$ cat config.mk
export PLATFORM = sky130hd
export DESIGN_NAME = rch_timer
export DESIGN_NICKNAME = d
export VERILOG_FILES = /design/src/rtl/rch_pkg.sv /design/src/rtl/rch_cal_sched.sv /design/src/rtl/rch_period_ctrl.sv /design/src/rtl/rch_bias_window.sv /design/src/rtl/rch_timer.sv
export SDC_FILE = /design/constraint.sdc
export NUM_CORES = 1
export LEC_CHECK = 0
export BUFFER_PORTS_ARGS = -buffer_cell sky130_fd_sc_hd__buf_2
export CORE_MARGIN = 4
export CORE_UTILIZATION = 53
export CTS_BUF_LIST = sky130_fd_sc_hd__clkbuf_16
export CTS_CLUSTER_DIAMETER = 30
export DETAILED_ROUTE_END_ITERATION = 16
export PLACE_DENSITY = 0.74
export SYNTH_ARGS = -nofsm -noshare
export SYNTH_HDL_FRONTEND = slang
export SYNTH_SLANG_ARGS = --single-unit
$ cat constraint.sdc
create_clock -name clk -period 8 [get_ports clk]
set_input_delay 0.8 -clock clk [delete_from_list [all_inputs] [get_ports clk]]
set_output_delay 0.8 -clock clk [all_outputs]
set_load 0.01 [all_outputs]
$ cat src/rtl/rch_pkg.sv
package rch_pkg;
  localparam int PW = 32;
  typedef logic [PW-1:0] per_t;

  // Length in clocks of a mantissa/exponent interval: mantissa with five
  // trailing ones, shifted left by the exponent.
  function automatic per_t ivl_len(input per_t mant, input per_t ex);
    return ((mant << 5) | per_t'(31)) << ex;
  endfunction

  // One adaptation step: add two right-shifted copies, clamp at the limit.
  function automatic per_t adapt_next(input per_t p, input per_t sa,
                                      input per_t sb, input per_t lim);
    per_t s;
    s = p + (p >> sa) + (p >> sb);
    return (s > lim) ? lim : s;
  endfunction
endpackage

$ cat src/rtl/rch_cal_sched.sv
module rch_cal_sched
  import rch_pkg::*;
(
  input  logic clk,
  input  logic rst_n,
  input  per_t cal_len,
  output logic expire
);
  per_t cnt_q;

  assign expire = (cnt_q >= cal_len - per_t'(1));

  always_ff @(posedge clk or negedge rst_n) begin
    if (!rst_n) cnt_q <= '0;
    else        cnt_q <= expire ? '0 : cnt_q + per_t'(1);
  end

  // intervals are at least 31 clocks, so expiry never repeats back to back
  a_r6_expire_isolated: assert property (@(posedge clk) disable iff (!rst_n)
    expire |=> !expire);
endmodule

$ cat src/rtl/rch_period_ctrl.sv
module rch_period_ctrl
  import rch_pkg::*;
#(
  parameter int SH_W = 4
) (
  input  logic            clk,
  input  logic            rst_n,
  input  per_t            base,
  input  per_t            lim,
  input  logic            adapt_en,
  input  logic [SH_W-1:0] step_a,
  input  logic [SH_W-1:0] step_b,
  input  logic            early_need,
  output logic            fire,
  output logic            pulse
);
  per_t cnt_q, per_q, eff;
  logic grown_q;

  assign eff  = (adapt_en && grown_q) ? per_q : base;
  assign fire = (cnt_q >= eff - per_t'(1));

  always_ff @(posedge clk or negedge rst_n) begin
    if (!rst_n) begin
      cnt_q   <= '0;
      per_q   <= '0;
      grown_q <= 1'b0;
      pulse   <= 1'b0;
    end else begin
      pulse <= fire;
      cnt_q <= fire ? '0 : cnt_q + per_t'(1);
      if (pulse) begin
        if (!adapt_en || early_need) begin
          grown_q <= 1'b0;
        end else begin
          per_q   <= adapt_next(eff, per_t'(step_a), per_t'(step_b), lim);
          grown_q <= 1'b1;
        end
      end
    end
  end

  a_r2_single_pulse: assert property (@(posedge clk) disable iff (!rst_n)
    pulse |=> !pulse);

  a_r4_within_limit: assert property (@(posedge clk) disable iff (!rst_n)
    grown_q |-> (per_q <= lim));

  a_r5_early_to_base: assert property (@(posedge clk) disable iff (!rst_n)
    (pulse && early_need) |=> !grown_q);

  a_r10_no_adapt: assert property (@(posedge clk) disable iff (!rst_n)
    (pulse && !adapt_en) |=> !grown_q);
endmodule

$ cat src/rtl/rch_bias_window.sv
module rch_bias_window #(
  parameter int HOLD = 8
) (
  input  logic clk,
  input  logic rst_n,
  input  logic start,
  input  logic with_gb,
  output logic bias,
  output logic gbias
);
  localparam int CW = $clog2(HOLD + 1);
  logic [CW-1:0] left_q;

  always_ff @(posedge clk or negedge rst_n) begin
    if (!rst_n) begin
      left_q <= '0;
      bias   <= 1'b0;
      gbias  <= 1'b0;
    end else if (start) begin
      left_q <= CW'(HOLD - 1);
      bias   <= 1'b1;
      gbias  <= with_gb;
    end else if (left_q != '0) begin
      left_q <= left_q - CW'(1);
    end else begin
      bias  <= 1'b0;
      gbias <= 1'b0;
    end
  end

  a_r8_gbias_inside: assert property (@(posedge clk) disable iff (!rst_n)
    gbias |-> bias);
endmodule

$ cat src/rtl/rch_timer.sv
module rch_timer
  import rch_pkg::*;
#(
  parameter int MANT_W = 6,
  parameter int EXP_W  = 4,
  parameter int SH_W   = 4,
  parameter int HOLD   = 8
) (
  input  logic              clk,
  input  logic              rst_n,
  input  logic [MANT_W-1:0] rc_mant,
  input  logic [EXP_W-1:0]  rc_exp,
  input  logic [MANT_W-1:0] lim_mant,
  input  logic [EXP_W-1:0]  lim_exp,
  input  logic              adapt_en,
  input  logic [SH_W-1:0]   step_a,
  input  logic [SH_W-1:0]   step_b,
  input  logic [MANT_W-1:0] cal_mant,
  input  logic [EXP_W-1:0]  cal_exp,
  input  logic              active,
  input  logic              early_need,
  output logic              recharge_pulse,
  output logic              bias_req,
  output logic              gbias_req,
  output logic              cal_trig
);
  localparam int NIVL = 3;

  logic [MANT_W-1:0] mant_v [NIVL];
  logic [EXP_W-1:0]  exp_v  [NIVL];
  per_t              len_v  [NIVL];

  assign mant_v[0] = rc_mant;
  assign exp_v[0]  = rc_exp;
  assign mant_v[1] = lim_mant;
  assign exp_v[1]  = lim_exp;
  assign mant_v[2] = cal_mant;
  assign exp_v[2]  = cal_exp;

  for (genvar g = 0; g < NIVL; g++) begin : g_dec
    assign len_v[g] = ivl_len(per_t'(mant_v[g]), per_t'(exp_v[g]));
  end

  logic fire, cal_fire, serve, pend_q;

  rch_period_ctrl #(.SH_W(SH_W)) u_period (
    .clk(clk), .rst_n(rst_n), .base(len_v[0]), .lim(len_v[1]),
    .adapt_en(adapt_en), .step_a(step_a), .step_b(step_b),
    .early_need(early_need), .fire(fire), .pulse(recharge_pulse));

  rch_cal_sched u_cal (
    .clk(clk), .rst_n(rst_n), .cal_len(len_v[2]), .expire(cal_fire));

  // A calibration is served by this recharge if one is pending or one
  // expires in powerdown in the very same clock.
  assign serve = fire && (pend_q || (cal_fire && !active));

  rch_bias_window #(.HOLD(HOLD)) u_win (
    .clk(clk), .rst_n(rst_n), .start(fire), .with_gb(serve),
    .bias(bias_req), .gbias(gbias_req));

  always_ff @(posedge clk or negedge rst_n) begin
    if (!rst_n) begin
      pend_q   <= 1'b0;
      cal_trig <= 1'b0;
    end else begin
      cal_trig <= (cal_fire && active) || serve;
      if (serve)         pend_q <= 1'b0;
      else if (cal_fire) pend_q <= !active;
    end
  end

  a_r6_active_cal: assert property (@(posedge clk) disable iff (!rst_n)
    (cal_fire && active) |=> cal_trig);

  a_r7_served_with_pulse: assert property (@(posedge clk) disable iff (!rst_n)
    (recharge_pulse && gbias_req) |-> cal_trig);

  a_r7_pend_from_sleep: assert property (@(posedge clk) disable iff (!rst_n)
    $rose(pend_q) |-> $past(!active));

  a_r8_pulse_in_window: assert property (@(posedge clk) disable iff (!rst_n)
    recharge_pulse |-> bias_req);
endmodule

==> flow_metrics.tcl <==
set metrics [dict create \
    status "finished clean" \
    max_freq_mhz 133 \
    place_inst 2344 \
    ant_nets 0 \
    worstMarginPinSlew_ns 1.07 \
    cp.depth 32 \
    crit_path_start_kind "input pin" \
    ys_top_cells_by_area "dfrtp_1 (18%), ha_1 (11%), nor2_1 (6.4%)" \
    rr_endpoint "u_period.per_q[21]" \
    hold_class "in -> async" \
    use_met1_pct 39.8 \
    cts_made_buffers 9 \
    max_stage_delay_ns 0.57 \
    avgViaCountPerCell 6.06 \
    final_nets 2184 \
    skew_ns 0.0189 \
    die_h_um 175 \
    worst_ep_required_time_ns 8.25 \
    cellLeakagePower_nw 7.70 \
    cts_buffer_depth 2 \
    holdWs_ns 0.385 \
    synth_edf_count 0 \
    yosysTopAreaCell "dfrtp_1" \
    relSlewSlack_pct 28.5 \
    fin_util_pct 59.8 \
    hold_viol_final 0 \
    drv_cap 0 \
    htreeDepth 3 \
    yosys.area_share.simple_pct 23.7 \
    crit_type "in -> reg" \
    cp_slowest_cell "mux4_2" \
    cp_max_fo 19 \
    period_share_pct 93.8 \
    place_area_um2 15900 \
    dp_hpwl_um 36500 \
    synth-compound-area-share_pct 20.0 \
    synthXorXnorAreaFrac_pct 6.61 \
    path_buf_inv 4 \
    grtUsageTotal_pct 29.5 \
    synth_cells 1909 \
    cp-endpoint "u_period.per_q[21]" \
    wl_per_cell_um 19.3 \
    drc 0 \
    fin_crit_ns 7.51 \
    postCtsHoldBufs 0 \
    coreArea_um2 27100 \
    ys_types 97 \
    synth.avg_cell_area_um2 7.71 \
    grtUsageMet3_pct 3.50 \
    fin_setup_tns_ns 0 \
    grt_max_degree 74 \
    startpoint "rc_exp[0]" \
    cts_sinks 106 \
    powerDensity_nw_per_um2 181 \
    rsz0062_at_grt "no" \
    dieWidth_um 175 \
    cts.reportedPaths.clkPinSlew_ns 0.09 \
    busiest_layer "met2" \
    synth-seq-area-share_pct 18.0 \
    regToRegSetupSlack_ns 0.64 \
    reg2reg_depth 30 \
    design.die.area_um2 30500 \
    grt_antenna_before_repair 0 \
    diodes 0 \
    layout-drive-gt1-share_pct 14.4 \
    synth_top_family_by_area "simple AND/OR/NAND/NOR gates" \
    final_max_slew_viol_count 0 \
    final_area_um2 16200 \
    r2r-start "u_period.grown_q" \
    synth_mux_area_share_pct 10.8 \
    initial_core_util_pct 54.3 \
    grt_overflow 0 \
    ios 47 \
    final-setup-viol-count 0 \
    vias 14290 \
    syn_area_um2 14700 \
    synth_top_area_share_pct 18.0 \
    synth_common_cells "nor2_1 (250), nand2_1 (210), a21oi_1 (129)" \
    drt-initial-drc-count 1547 \
    post_layout_nonfiller_instances 2360 \
    synth_warnings 0 \
    peakVddDrop_mv 0.198 \
    first_global_vias 13717 \
    worst_setup_path_end_kind "register" \
    root_buffer "clkbuf_16" \
    syn2layout_area_growth_pct 10.1 \
    grtUsageMet2_pct 48.0 \
    path_delay_family "compound AO/OA/AOI/OAI gates" \
    worstSkewPairLatency_ns 0.37 \
    worstPathArrival_ns 7.76 \
    gp_congestion 1.04 \
    cts_tree "built" \
    io_buffers 46 \
    firstDrtPassIters 5 \
    synthAdderAreaFrac_pct 15.0 \
    ys_ff_latch 106 \
    async_reset_ff_share_pct 100 \
    synth.most_common_cell "nor2_1" \
    rows 60 \
    synthFlopType "dfrtp_1" \
    grt_pass1_wl_um 73200 \
    wl_um 45500 \
]
sequential cells by signal, summed over array words and instances (netlist names):
signal            cells
u_cal.cnt_q          32
u_period.cnt_q       32
u_period.per_q       32
u_win.left_q          4
cal_trig              1
pend_q                1
u_period.grown_q      1
u_period.pulse        1
u_win.bias            1
u_win.gbias           1
per-layer routing:
| metal | vias up | part of all wire [%] |
|---|---|---|
| li1 | 6919 | - |
| met1 | 6684 | 43 |
| met2 | 579 | 46 |
| met3 | 108 | 6.1 |
| met4 | 0 | 4.9 |
| met5 | - | 0 |
worst min path at each step:
stage | to | depth (start not counted)
3_3_place_gp | u_win.bias | 1
5_1_grt | u_cal.cnt_q[2] | 1
4_1_cts | u_cal.cnt_q[2] | 1
6_report | u_cal.cnt_q[2] | 1
2_1_floorplan | u_period.per_q[14] | 2
3_5_place_dp | u_period.per_q[26] | 1
logic make-up after synthesis:
logic type,after synthesis
AND/OR/NAND/NOR,737
AO/OA/AOI/OAI,457
buffers and inverters,209
adder cells (fa/ha/maj),157
multiplexers,131
XOR/XNOR,111
flip-flops,106
other,1
report_power, final:
group | switching, mW | total, mW | internal [mW] | leakage (nW)
logic | 1.08 | 1.88 | 0.805 | 6.12
registers | 0.0420 | 0.618 | 0.576 | 1.44
clock network | 0.223 | 0.438 | 0.215 | 0.136
through the flow:
step	power, mW	setup slack (ns)
6_report	2.94	0.494
3_5_place_dp	2.45	-0.210
5_1_grt	3.16	0.00656
2_1_floorplan	1.77	0.886
4_1_cts	2.90	0.114
3_3_place_gp	2.44	-0.194
cell type report:
type | count | area, um^2
clock buffer | 9 | 225
clock inverter | 6 | 50.0
fill | 2520 | 10900
inverter | 97 | 364
multi-input combinational | 1599 | 11300
sequential | 106 | 2650
tap | 372 | 465
timing repair buffer | 171 | 1190
cell usage in the layout (no fill, tap or decap), drive strengths merged, types with 19 or more instances in the layout:
cell type  instances
o211ai            20
buf              169
nor2             250
mux4              19
nand2b            26
mux2              26
dfrtp            106
o21ai            127
nand4             29
a21oi            134
xor2              46
nand2            211
and2              19
ha               125
and3              27
nand3             66
a21o              31
fa                32
inv               99
mux2i             86
xnor2             65
nor3              35
what timing repair did:
| action | in CTS | in global routing |
|---|---|---|
| endpoints found under the setup margin | 0 | 26 |
| gates resized for setup | 0 | 10 |
| endpoints found under the hold margin | 0 | 0 |
| setup buffers | 0 | 1 |
(Power assumes the default switching activity.)
